==> config.mk <==
export PLATFORM = sky130hd
export DESIGN_NAME = npc_unit
export DESIGN_NICKNAME = d
export VERILOG_FILES = /design/src/rtl/npc_pkg.sv /design/src/rtl/npc_seq_adder.sv /design/src/rtl/npc_cond_eval.sv /design/src/rtl/npc_pick.sv /design/src/rtl/npc_unit.sv
export SDC_FILE = /design/constraint.sdc
export NUM_CORES = 1
export LEC_CHECK = 0
export BUFFER_PORTS_ARGS = -buffer_cell sky130_fd_sc_hd__buf_2
export CAP_MARGIN = 10
export CORE_MARGIN = 2
export CORE_UTILIZATION = 47
export DETAILED_ROUTE_END_ITERATION = 8
export PLACE_DENSITY = 0.91
export SYNTH_ARGS = -nofsm -noshare
export SYNTH_HDL_FRONTEND = slang
export SYNTH_SLANG_ARGS = --single-unit
export TNS_END_PERCENT = 50
==> constraint.sdc <==
create_clock -name vclk -period 7.88
set_clock_uncertainty 0.2 [all_clocks]
set_input_delay 1.576 -clock vclk [all_inputs]
set_output_delay 1.576 -clock vclk [all_outputs]
set_load 0.02 [all_outputs]
==> src/rtl/npc_pkg.sv <==
package npc_pkg;

  typedef enum logic [2:0] {
    BK_EQ  = 3'd0,
    BK_NE  = 3'd1,
    BK_LT  = 3'd2,
    BK_NZ  = 3'd3,
    BK_GEZ = 3'd4
  } br_kind_e;

  localparam int unsigned NUM_KINDS = 8;

  // signed less-than built from the sign bits and the unsigned difference
  function automatic logic f_slt(input logic [31:0] a, input logic [31:0] b);
    logic [32:0] diff;
    diff = {1'b0, a} - {1'b0, b};
    if (a[31] != b[31]) return a[31];
    return diff[32];
  endfunction

  function automatic logic [31:0] f_word_offset(input logic [31:0] imm);
    return {imm[29:0], 2'b00};
  endfunction

endpackage

==> src/rtl/npc_seq_adder.sv <==
module npc_seq_adder #(
  parameter int unsigned XLEN = 32,
  parameter int unsigned STEP = 4
) (
  input  logic [XLEN-1:0] pc_i,
  input  logic [XLEN-1:0] imm_i,
  output logic [XLEN-1:0] plus4_o,
  output logic [XLEN-1:0] br_tgt_o
);
  import npc_pkg::*;

  localparam logic [XLEN-1:0] STEP_W = XLEN'(STEP);

  always_comb begin
    plus4_o  = pc_i + STEP_W;
    br_tgt_o = plus4_o + f_word_offset(imm_i);
  end

endmodule

==> src/rtl/npc_cond_eval.sv <==
module npc_cond_eval #(
  parameter int unsigned XLEN = 32
) (
  input  logic [2:0]      kind_i,
  input  logic [XLEN-1:0] rs_i,
  input  logic [XLEN-1:0] rt_i,
  output logic            hit_o
);
  import npc_pkg::*;

  logic [NUM_KINDS-1:0] hits;

  for (genvar k = 0; k < NUM_KINDS; k++) begin : g_kind
    if (k == int'(BK_EQ)) begin : g_eq
      assign hits[k] = (rs_i == rt_i);
    end else if (k == int'(BK_NE)) begin : g_ne
      assign hits[k] = (rs_i != rt_i);
    end else if (k == int'(BK_LT)) begin : g_lt
      assign hits[k] = f_slt(rs_i, rt_i);
    end else if (k == int'(BK_NZ)) begin : g_nz
      assign hits[k] = |rs_i;
    end else if (k == int'(BK_GEZ)) begin : g_gez
      assign hits[k] = ~rs_i[XLEN-1];
    end else begin : g_rsv
      assign hits[k] = 1'b0;
    end
  end

  assign hit_o = hits[kind_i];

endmodule

==> src/rtl/npc_pick.sv <==
module npc_pick #(
  parameter int unsigned XLEN   = 32,
  parameter int unsigned JFIELD = 26
) (
  input  logic [XLEN-1:0]   pc_i,
  input  logic [JFIELD-1:0] jaddr_i,
  input  logic [XLEN-1:0]   rs_i,
  input  logic [XLEN-1:0]   plus4_i,
  input  logic [XLEN-1:0]   br_tgt_i,
  input  logic              br_taken_i,
  input  logic              jump_i,
  input  logic              jreg_i,
  output logic [XLEN-1:0]   jmp_tgt_o,
  output logic [XLEN-1:0]   next_o
);
  localparam int unsigned REGION = XLEN - JFIELD - 2;

  assign jmp_tgt_o = {pc_i[XLEN-1 -: REGION], jaddr_i, 2'b00};

  always_comb begin
    if (jreg_i)          next_o = rs_i;
    else if (jump_i)     next_o = jmp_tgt_o;
    else if (br_taken_i) next_o = br_tgt_i;
    else                 next_o = plus4_i;
  end

endmodule

==> src/rtl/npc_unit.sv <==
module npc_unit #(
  parameter int unsigned XLEN   = 32,
  parameter int unsigned JFIELD = 26
) (
  input  logic [XLEN-1:0]   pc_i,
  input  logic [JFIELD-1:0] jaddr_i,
  input  logic [XLEN-1:0]   imm_i,
  input  logic [XLEN-1:0]   rs_val_i,
  input  logic [XLEN-1:0]   rt_val_i,
  input  logic              branch_i,
  input  logic [2:0]        br_kind_i,
  input  logic              jump_i,
  input  logic              jreg_i,
  output logic [XLEN-1:0]   next_pc_o,
  output logic [XLEN-1:0]   link_o
);

  logic [XLEN-1:0] pc_plus4;
  logic [XLEN-1:0] br_target;
  logic [XLEN-1:0] jmp_target;
  logic            cond_true;
  logic            br_taken;

  npc_seq_adder #(.XLEN(XLEN)) u_add (
    .pc_i     (pc_i),
    .imm_i    (imm_i),
    .plus4_o  (pc_plus4),
    .br_tgt_o (br_target)
  );

  npc_cond_eval #(.XLEN(XLEN)) u_cond (
    .kind_i (br_kind_i),
    .rs_i   (rs_val_i),
    .rt_i   (rt_val_i),
    .hit_o  (cond_true)
  );

  assign br_taken = branch_i & cond_true;

  npc_pick #(.XLEN(XLEN), .JFIELD(JFIELD)) u_pick (
    .pc_i       (pc_i),
    .jaddr_i    (jaddr_i),
    .rs_i       (rs_val_i),
    .plus4_i    (pc_plus4),
    .br_tgt_i   (br_target),
    .br_taken_i (br_taken),
    .jump_i     (jump_i),
    .jreg_i     (jreg_i),
    .jmp_tgt_o  (jmp_target),
    .next_o     (next_pc_o)
  );

  assign link_o = pc_plus4;

endmodule

==> implementation parameters, run 1 <==
Parameter                              Value

Placement
  Post-detail-place hpwl ... 12.72 mm
  Gpl congestion ... between 0.9 and 1
  Total placed instance area ... 5121 um2
  DP Worst Slack ... 483.1 ps
  IO Port Bufs ... 222

Floorplanning
  Std cell rows ... 33
  DIE AREA ... 9162 um2
  Height of the chip ... between 90 and 100 um
  Effective utilization at floorplan ... 48.36%
  Core Footprint ... 8175 um2
  Horizontal die dimension ... 95.72 um
  I/O Pins ... 224

Hold path
  Hold Path Origin ... pc_i[0]
  Hold Path Class ... in -> out

Logic synthesis
  Summed instance area of the synthesized netlist ... 3954 um2
  Post-synthesis net count ... 809
  Gate count after technology mapping ... 580
  Post-Synthesis Mean Instance Area ... 6.817 um2
  Total of warnings raised by yosys ... 0
  Netlist cell types ... 61
  Sequential element share of the synthesized area ... 0%

CTS
  CTS Hold Bufs ... 0
  Count of instances resized after the clock tree is built ... 0
  Count of buffers added by post-CTS timing repair for setup ... 0

Global routing
  Initial antenna violation count ... 0
  Maximum number of pins on one net before global-route repair ... 51
  First-pass GRT wire length ... between 20 and 25 mm
  Sum of overflow across all layers after global routing ... 0
  Via count of the first global-routing pass ... between 5k and 6k
  Combined global-route utilization of all metal layers ... 30.89%

Power and ir drop
  Switching power summed over all nets ... between 200 and 250 uW
  Switching share of power ... 58.37%
  Clock power share ... 0%
  IR drop worst, VDD ... 0.03548 mV
  Part of the power in combinational logic ... 100.0%
  Power density over cell area ... 72.92 nW/um2
  Cell-internal power ... approximately 160 uW
  Lkg Pwr ... 2.742 nW
  Flop pwr share ... 0%

Timing
  Post-layout minimum cycle time ... 7479 ps
  Transition time at the pin with the least slew margin ... ~860 ps
  Hold violation total from the final report ... 0
  Part of the cycle the worst path needs ... 94.91%
  Highest attainable clock frequency ... 133.7 MHz
  Total Neg Setup Slack ... 0 ps
  Total count of max-transition violations in the final report ... 0
  Final Worst Setup Slack ... around 400 ps
  RSZ-0062 raised after global routing ... false
  Number of endpoints failing setup at the final stage ... 0
  Slew HR ... around 43%

Routing
  Routed WL ... 14.89 mm
  Average routed wire per standard cell ... between 15 and 20 um
  Vias after detailed routing ... 5,205
  DRC violations left ... 0
  Routed vias/inst ... roughly 6
  Routed Antenna Nets ... 0
  Detailed-routing iteration count for the pre-antenna-repair pass ... 6
  Number of DRC markers in iteration 0 ... 336

Setup path
  Type of the setup path with the least slack ... in -> out
  Critical Path Sink Type ... output port
  CP Data Arrival Time ... 5700 ps
  Critical path startpoint category ... input port
  CP required ... 6100 ps
  Critical path startpoint ... pc_i[4]
  Critical-path maximum fanout ... 5

Layout
  Antenna diode instance count ... 0
  Number of clock-tree buffers in the layout ... 0
  Leading cell type in the layout, fill and taps excluded ... sky130_fd_sc_hd__buf_2
  Share of final-layout standard cells stronger than drive strength 1 ... 30.65%
  # nets final ... a little over 1k
  Area Growth Syn to Fin ... 29.53%
  Design Area, Final ... 5121 um2
  Commonest cells after routing, fill and taps aside ... sky130_fd_sc_hd__buf_2 (222), sky130_fd_sc_hd__ha_1 (68), sky130_fd_sc_hd__nand2_1 (57)
  Sequential cell area in the final layout ... 0 um2
  Number of sequential storage elements ... 0

Status
  Status ... finished, final reports clean

Job
  Number of maximum-capacitance constraint violations ... 0
cells in the mapped netlist, drive strengths merged (3+ instances only):
cell | instances | area share (%)
a211o | 3 | 0.66
a211oi | 12 | 2.3
a21o | 27 | 5.1
a21oi | 48 | 6.1
a221oi | 4 | 0.89
a31oi | 5 | 1.2
and2 | 4 | 0.63
and3 | 8 | 1.3
and4 | 4 | 0.95
buf | 5 | 0.76
clkbuf | 16 | 1.5
ha | 68 | 22
inv | 46 | 4.4
mux2 | 4 | 1.1
mux2i | 15 | 3.8
nand2 | 57 | 5.4
nand2b | 6 | 0.95
nand3 | 25 | 3.2
nand4 | 15 | 2.8
nor2 | 44 | 4.2
nor2b | 4 | 0.63
nor3 | 4 | 0.51
nor4 | 8 | 1.3
o211ai | 6 | 1.1
o21a | 3 | 0.57
o21ai | 31 | 3.9
o221ai | 5 | 1.1
o22ai | 6 | 0.95
o31ai | 5 | 0.95
or3 | 7 | 1.4
xnor2 | 36 | 8.0
xor2 | 17 | 3.8
per-stage QoR:
stage	hold WS [ps]	power [mW]	cells	util [%]
after floorplan	3046	0.2398	580	-
after global placement	3184	0.3592	888	62.64
after detailed placement	3190	0.3656	888	62.64
after CTS	3191	0.3676	888	62.64
after global routing	3222	0.4104	888	62.64
final	3188	0.3734	888	62.64
metal layers:
| layer | part of all wire [%] | GRT usage (%) | vias to the layer above |
|---|---|---|---|
| met2 | 47 | 55.65 | 266 |
| met1 | 41 | 38.95 | 2359 |
| met3 | 8.4 | 2.819 | 36 |
| met5 | 0 | 0 | - |
| met4 | 2.7 | 8.810 | 0 |
| li1 | - | - | 2544 |
final timing paths:
| path | end | slack (ps) | cells after the start |
|---|---|---|---|
| max | next_pc_o[29] | 400 | 16 |
| min | link_o[0] | 3190 | 2 |
kinds of logic after synthesis:
kind of cell | Yosys count | synth area share (%)
simple gates | 199 | 25.79
mux | 19 | 4.937
compound gates | 173 | 28.86
fa+ha+maj | 69 | 22.03
buf+inv | 67 | 6.646
xor+xnor | 53 | 11.74
critical path: stages:
cell	delay, ps
sky130_fd_sc_hd__buf_2	130
sky130_fd_sc_hd__and4_1	290
sky130_fd_sc_hd__nand2_1	160
sky130_fd_sc_hd__or3_2	560
sky130_fd_sc_hd__xnor2_1	280
sky130_fd_sc_hd__ha_1	350
sky130_fd_sc_hd__a21oi_1	160
sky130_fd_sc_hd__o21ai_0	120
sky130_fd_sc_hd__a2111oi_0	600
sky130_fd_sc_hd__a211oi_1	130
sky130_fd_sc_hd__or3_1	420
sky130_fd_sc_hd__and2_1	200
sky130_fd_sc_hd__a31oi_1	190
sky130_fd_sc_hd__xor2_1	160
sky130_fd_sc_hd__o221ai_1	150
sky130_fd_sc_hd__buf_2	210
final cells by class:
cell class         instances  area [um2]
multi-input cells        513        3691
repair buffers           224        1126
inverters                 46       172.7
well taps                105       131.4
fillers                  784        3054
power groups by stage:
stage                     Combinational [mW]  Clock (mW)  Sequential (mW)
after floorplan                        0.240           0                0
after global placement                 0.359           0                0
after detailed placement               0.366           0                0
after CTS                              0.368           0                0
after global routing                   0.410           0                0
final                                  0.373           0                0
Power figures use the tool's default switching activity.
==> inputs of run 2 (changes only) <==
- CAP_MARGIN: 10 -> 20
- CELL_PAD_IN_SITES_DETAIL_PLACEMENT: not set -> 2
- CELL_PAD_IN_SITES_GLOBAL_PLACEMENT: not set -> 2
- CORE_UTILIZATION: 47 -> 23
- PLACE_DENSITY: 0.91 -> 0.9
==> run 2 against run 1 <==
Against the previous run:
- wire length grew 35%
- largest cell class unchanged
- non-clock buffer count rose by 3
- via count up 0.50%
- sequential share of layout area did not move
- critical endpoint is now next_pc_o[31]
- critical path type unchanged
- worst hold slack gained 3.9 ps
- setup slack better by 42 ps
==> implementation parameters, run 2 (synthesized netlist as in run 1, its figures left out) <==
Parameter                              Value

Job
  Number of maximum-capacitance constraint violations ... 0 (unchanged)

Layout
  Design Area, Final ... 5294 um2 (was 5121 um2)
  Area Growth Syn to Fin ... 33.89% (was 29.53%)
  Sequential cell area in the final layout ... 0 um2 (unchanged)
  Leading cell type in the layout, fill and taps excluded ... sky130_fd_sc_hd__buf_2 (unchanged)
  Number of clock-tree buffers in the layout ... 0 (unchanged)
  # nets final ... 1,017 (was 1,014)
  Filler instances ... 2,096 (was 784)
  Share of final-layout standard cells stronger than drive strength 1 ... 30.92% (was 30.65%)
  Commonest cells after routing, fill and taps aside ... sky130_fd_sc_hd__buf_2 (222), sky130_fd_sc_hd__ha_1 (68), sky130_fd_sc_hd__nand2_1 (57) (unchanged)
  Number of sequential storage elements ... 0 (unchanged)

Routing
  Routed WL ... 20.07 mm (was 14.89 mm)
  Detailed-routing iteration count for the pre-antenna-repair pass ... 4 (was 6)
  Routed Antenna Nets ... 0 (unchanged)
  Number of DRC markers in iteration 0 ... 117 (was 336)
  Vias after detailed routing ... 5,231 (was 5,205)
  Routed vias/inst ... 5.189 (was 5.861)
  DRC violations left ... 0 (unchanged)
  Average routed wire per standard cell ... 19.91 um (was 16.76 um)

Placement
  Total placed instance area ... 5288 um2 (was 5121 um2)
  Gpl congestion ... 0.9161 (was 0.9557)
  IO Port Bufs ... 222 (unchanged)
  DP Worst Slack ... 332.2 ps (was 483.1 ps)
  Post-detail-place hpwl ... 17.87 mm (was 12.72 mm)

CTS
  Count of buffers added by post-CTS timing repair for setup ... 0 (unchanged)
  CTS Hold Bufs ... 0 (unchanged)

Global routing
  Via count of the first global-routing pass ... 5,582 (was 5,034)
  Sum of overflow across all layers after global routing ... 0 (unchanged)
  First-pass GRT wire length ... 30.37 mm (was 22.95 mm)
  Maximum number of pins on one net before global-route repair ... 32 (was 51)
  Initial antenna violation count ... 3 (was 0)
  Combined global-route utilization of all metal layers ... 20.94% (was 30.89%)

Timing
  Final Worst Setup Slack ... 442.7 ps (was 400.8 ps)
  Part of the cycle the worst path needs ... 94.38% (was 94.91%)
  Total Neg Setup Slack ... 0 ps (unchanged)
  Number of endpoints failing setup at the final stage ... 0 (unchanged)
  Highest attainable clock frequency ... 134.5 MHz (was 133.7 MHz)
  Slew HR ... 39.36% (was 42.62%)
  RSZ-0062 raised after global routing ... false (unchanged)
  Hold violation total from the final report ... 0 (unchanged)
  Transition time at the pin with the least slew margin ... 908.5 ps (was 860.7 ps)
  Post-layout minimum cycle time ... 7437 ps (was 7479 ps)
  Total count of max-transition violations in the final report ... 0 (unchanged)

Setup path
  CP required ... 6100 ps (about the same)
  Critical path startpoint category ... input port (unchanged)
  Critical Path Sink Type ... output port (unchanged)
  CP Data Arrival Time ... 5660 ps (was 5700 ps)
  Critical-path maximum fanout ... 5 (unchanged)
  Type of the setup path with the least slack ... in -> out (unchanged)

Floorplanning
  I/O Pins ... 224 (unchanged)
  Std cell rows ... 47 (was 33)
  Effective utilization at floorplan ... 23.67% (was 48.36%)
  Horizontal die dimension ... 135.1 um (was 95.72 um)
  Core Footprint ... 16,700 um2 (was 8175 um2)
  DIE AREA ... 18,250 um2 (was 9162 um2)
  Height of the chip ... 135.1 um (was 95.72 um)

Power and ir drop
  Lkg Pwr ... 2.757 nW (was 2.742 nW)
  Switching share of power ... 59.70% (was 58.37%)
  Flop pwr share ... 0% (about the same)
  Power density over cell area ... 73.78 nW/um2 (was 72.92 nW/um2)
  Cell-internal power ... 157.4 uW (was 155.5 uW)
  IR drop worst, VDD ... 0.02292 mV (was 0.03548 mV)
  Clock power share ... 0% (about the same)
  Switching power summed over all nets ... 233.2 uW (was 218.0 uW)
  Part of the power in combinational logic ... 100.0% (about the same)

Hold path
  Hold Path Class ... in -> out (unchanged)

Status
  Status ... finished, final reports clean (unchanged)
==> run 2: layout make-up <==
cell class | instances | area, um2 | share of cell area [%]
inverter | 46 | 172.7 | 3.262
antenna | 2 | 5.005 | 0.09454
timing repair buffer | 227 | 1149 | 21.70
tap | 220 | 275.3 | 5.200
multi-input combinational | 513 | 3692 | 69.75
==> run 2: path summary, 6_finish.rpt <==
check,from,cells after the start,slack [ps],endpoint
setup / recovery,pc_i[4],16,440,next_pc_o[31]
hold / removal,pc_i[0],2,3190,link_o[0]
==> run 2: repair_timing <==
action / 4_1_cts / 5_1_grt
hold endpoints to repair: 0 / 0
endpoints found under the setup margin: 0 / 1
gates resized for setup: 0 / 1
==> run 2: worst max-delay path, stage by stage <==
cell and delay (ps):
sky130_fd_sc_hd__buf_2 130, sky130_fd_sc_hd__and4_1 290, sky130_fd_sc_hd__nand2_1 160, sky130_fd_sc_hd__or3_2 590, sky130_fd_sc_hd__xnor2_1 300, sky130_fd_sc_hd__ha_1 350, sky130_fd_sc_hd__a21oi_1 160, sky130_fd_sc_hd__o21ai_0 140
sky130_fd_sc_hd__a2111oi_1 500, sky130_fd_sc_hd__a211oi_1 130, sky130_fd_sc_hd__nor3_1 320, sky130_fd_sc_hd__o311ai_0 230, sky130_fd_sc_hd__xor2_1 200, sky130_fd_sc_hd__a22o_1 260, sky130_fd_sc_hd__o2111ai_1 100, sky130_fd_sc_hd__buf_2 220
==> run 2: power by group through the flow <==
stage	combinational [mW]	sequential (mW)	clock (mW)
2_1_floorplan	0.240	0	0
3_3_place_gp	0.376	0	0
3_5_place_dp	0.391	0	0
4_1_cts	0.393	0	0
5_1_grt	0.430	0	0.0000000340
6_report	0.391	0	0.0000000341
==> run 2: through the flow <==
| stage | total power [mW] | hold WS (ps) | instances | utilization, % |
|---|---|---|---|---|
| global placement | 0.3758 | 3186 | 1006 | 31.66 |
| floorplan | 0.2398 | 3046 | 580 | - |
| detailed placement | 0.3908 | 3194 | 1006 | 31.66 |
| CTS | 0.3925 | 3195 | 1006 | 31.66 |
| global route | 0.4296 | 3211 | 1008 | 31.70 |
| finish | 0.3906 | 3191 | 1008 | 31.70 |
==> run 2: routing by layer <==
| layer | track usage, % | wire (um) | share of wire, % |
|---|---|---|---|
| met2 | 39.45 | 10140 | 51 |
| met1 | 26.34 | 8829 | 44 |
| met4 | 3.067 | 258 | 1.3 |
| met5 | 0 | 13 | 0.065 |
| met3 | 1.764 | 820 | 4.1 |
==> inputs of run 3 (changes only) <==
- MAX_ROUTING_LAYER: not set -> met4
==> run 3 against run 2 <==
Against the previous run:
- final cell count about the same
- total power about the same
- first-iteration DRC count unchanged
- flip-flop and latch count unchanged
- highest routed layer is now met4
- maximum frequency about the same
- clock-buffer cell count unchanged
- critical path depth unchanged
- wire length about the same
- critical path type unchanged
- non-clock buffer count unchanged
==> implementation parameters, run 3 (synthesized netlist as in run 1, its figures left out) <==
Parameter                              Value

Status
  Status ... finished, final reports clean (unchanged)

Power and ir drop
  Cell-internal power ... 157.4 uW (about the same)
  Lkg Pwr ... 2.757 nW (about the same)
  Switching share of power ... 59.71% (was 59.70%)
  Clock power share ... 0% (about the same)
  Part of the power in combinational logic ... 100.0% (about the same)
  IR drop worst, VDD ... 0.02286 mV (was 0.02292 mV)
  Switching power summed over all nets ... 233.3 uW (was 233.2 uW)
  Final total power ... 390.7 uW (was 390.6 uW)
  Flop pwr share ... 0% (about the same)
  Power density over cell area ... 73.76 nW/um2 (was 73.78 nW/um2)

Timing
  Slew HR ... 39.21% (was 39.36%)
  RSZ-0062 raised after global routing ... false (unchanged)
  Post-layout minimum cycle time ... 7432 ps (was 7437 ps)
  Highest attainable clock frequency ... 134.6 MHz (was 134.5 MHz)
  Hold violation total from the final report ... 0 (unchanged)
  Total Neg Setup Slack ... 0 ps (unchanged)
  Transition time at the pin with the least slew margin ... 910.9 ps (was 908.5 ps)
  Total count of max-transition violations in the final report ... 0 (unchanged)
  Number of endpoints failing setup at the final stage ... 0 (unchanged)
  Part of the cycle the worst path needs ... 94.31% (was 94.38%)

Placement
  Post-detail-place hpwl ... 17.87 mm (unchanged)
  IO Port Bufs ... 222 (unchanged)
  Gpl congestion ... 0.9321 (was 0.9161)

Setup path
  Cell repeated most along the worst path ... sky130_fd_sc_hd__buf_2 (unchanged)
  Critical Path Sink Type ... output port (unchanged)
  Buffer and inverter count on the worst path ... 2 (unchanged)
  Standard cell with the maximum stage delay on the critical path ... sky130_fd_sc_hd__or3_2 (unchanged)
  CP required ... 6100 ps (about the same)
  Critical path startpoint category ... input port (unchanged)
  CP Data Arrival Time ... 5660 ps (about the same)
  CP Cell Sequence ... buf_2 -> and4_1 -> nand2_1 -> or3_2 -> xnor2_1 -> ha_1 -> a21oi_1 -> o21ai_0 -> a2111oi_1 -> a211oi_1 -> nor3_1 -> o311ai_0 -> xor2_1 -> a22o_1 -> o2111ai_1 -> buf_2 (unchanged)
  Type of the setup path with the least slack ... in -> out (unchanged)
  Critical path's top delay family ... compound AO/OA/AOI/OAI gates (unchanged)
  Critical-path maximum fanout ... 5 (unchanged)
  Slowest stage delay, CP ... 590 ps (about the same)

Routing
  Vias after detailed routing ... 5,223 (was 5,231)
  Number of DRC markers in iteration 0 ... 117 (unchanged)
  Post-Route M1 WL ... 8.867 mm (was 8.829 mm)
  Routed wire length on met2 ... 10.20 mm (was 10.14 mm)
  Routed wl met3 ... 793 um (was 820 um)
  Routed WL ... 20.08 mm (was 20.07 mm)
  Routed vias/inst ... 5.176 (was 5.189)
  DRC violations left ... 0 (unchanged)
  Average routed wire per standard cell ... 19.90 um (was 19.91 um)
  Routed Antenna Nets ... 0 (unchanged)
  Detailed-routing iteration count for the pre-antenna-repair pass ... 4 (unchanged)
  Uppermost signal routing layer after detailed routing ... met4 (was met5)

Floorplanning
  Horizontal die dimension ... 135.1 um (unchanged)
  Height of the chip ... 135.1 um (unchanged)
  Core Footprint ... 16,700 um2 (unchanged)
  DIE AREA ... 18,250 um2 (unchanged)
  Effective utilization at floorplan ... 23.67% (unchanged)
  Std cell rows ... 47 (unchanged)
  I/O Pins ... 224 (unchanged)

Layout
  Filler instances ... 2,097 (was 2,096)
  Commonest cells after routing, fill and taps aside ... sky130_fd_sc_hd__buf_2 (222), sky130_fd_sc_hd__ha_1 (68), sky130_fd_sc_hd__nand2_1 (57) (unchanged)
  Area Growth Syn to Fin ... 33.96% (was 33.89%)
  Share of final-layout standard cells stronger than drive strength 1 ... 30.92% (unchanged)
  # nets final ... 1,017 (unchanged)
  Sequential cell area in the final layout ... 0 um2 (unchanged)
  Number of clock-tree buffers in the layout ... 0 (unchanged)
  Multi-input combinational cell area ... 3692 um2 (unchanged)
  Leading cell type in the layout, fill and taps excluded ... sky130_fd_sc_hd__buf_2 (unchanged)
  Number of sequential storage elements ... 0 (unchanged)

Global routing
  First-pass GRT wire length ... 30.33 mm (was 30.37 mm)
  Sum of overflow across all layers after global routing ... 0 (unchanged)
  Maximum number of pins on one net before global-route repair ... 32 (unchanged)
  Via count of the first global-routing pass ... 5,584 (was 5,582)
  Initial antenna violation count ... 3 (unchanged)
  Combined global-route utilization of all metal layers ... 21.54% (was 20.94%)

CTS
  CTS Hold Bufs ... 0 (unchanged)

Job
  Number of maximum-capacitance constraint violations ... 0 (unchanged)

Hold path
  Hold Path Class ... in -> out (unchanged)
==> run 3: cell types whose count changed in the layout (fill, tap and decap cells not counted) <==
| cell | previous run | this run |
|---|---|---|
| sky130_fd_sc_hd__diode_2 | 2 | 3 |
==> run 3: layout make-up <==
| class | count | share of cell area (%) |
|---|---|---|
| Multi-Input combinational cell | 513 | 69.71 |
| Tap cell | 220 | 5.197 |
| Inverter | 46 | 3.260 |
| Timing Repair Buffer | 227 | 21.69 |
| Antenna cell | 3 | 0.1417 |
==> run 3: final timing paths <==
kind	startpoint	end	slack, ps	cells after the start
setup / recovery	pc_i[4]	next_pc_o[31]	450	16
hold / removal	pc_i[0]	link_o[0]	3190	2
==> run 3: repair_timing <==
item                       4_1_cts  5_1_grt
setup endpoints to repair        0        2
setup buffers                    0        0
hold endpoints to repair         0        0
resized for setup                0        1
==> run 3: stage by stage <==
stage | hold slack (ps) | instance area (um2) | util, % | instances | worst slack, ps
detailed placement | 3194 | 5288 | 31.66 | 1006 | 332.2
global placement | 3186 | 5288 | 31.66 | 1006 | 457.3
global route | 3211 | 5296 | 31.71 | 1009 | 23.10
finish | 3191 | 5296 | 31.71 | 1009 | 448.1
floorplan | 3046 | 3954 | - | 580 | 643.2
CTS | 3195 | 5288 | 31.66 | 1006 | 335.0
==> run 3: power groups by stage <==
stage / combinational, mW / clock [mW] / sequential, mW
floorplan: 0.240 / 0 / 0
global placement: 0.376 / 0 / 0
detailed placement: 0.391 / 0 / 0
CTS: 0.393 / 0 / 0
global route: 0.430 / 0.0000000510 / 0
finish: 0.391 / 0.0000000511 / 0
==> run 3: metal layers <==
metal  GRT usage [%]  vias to the layer above
met2           39.54                      136
met3           1.652                       16
met1           26.30                     2514
met5               -                        -
met4           3.067                        0
li1                -                     2557
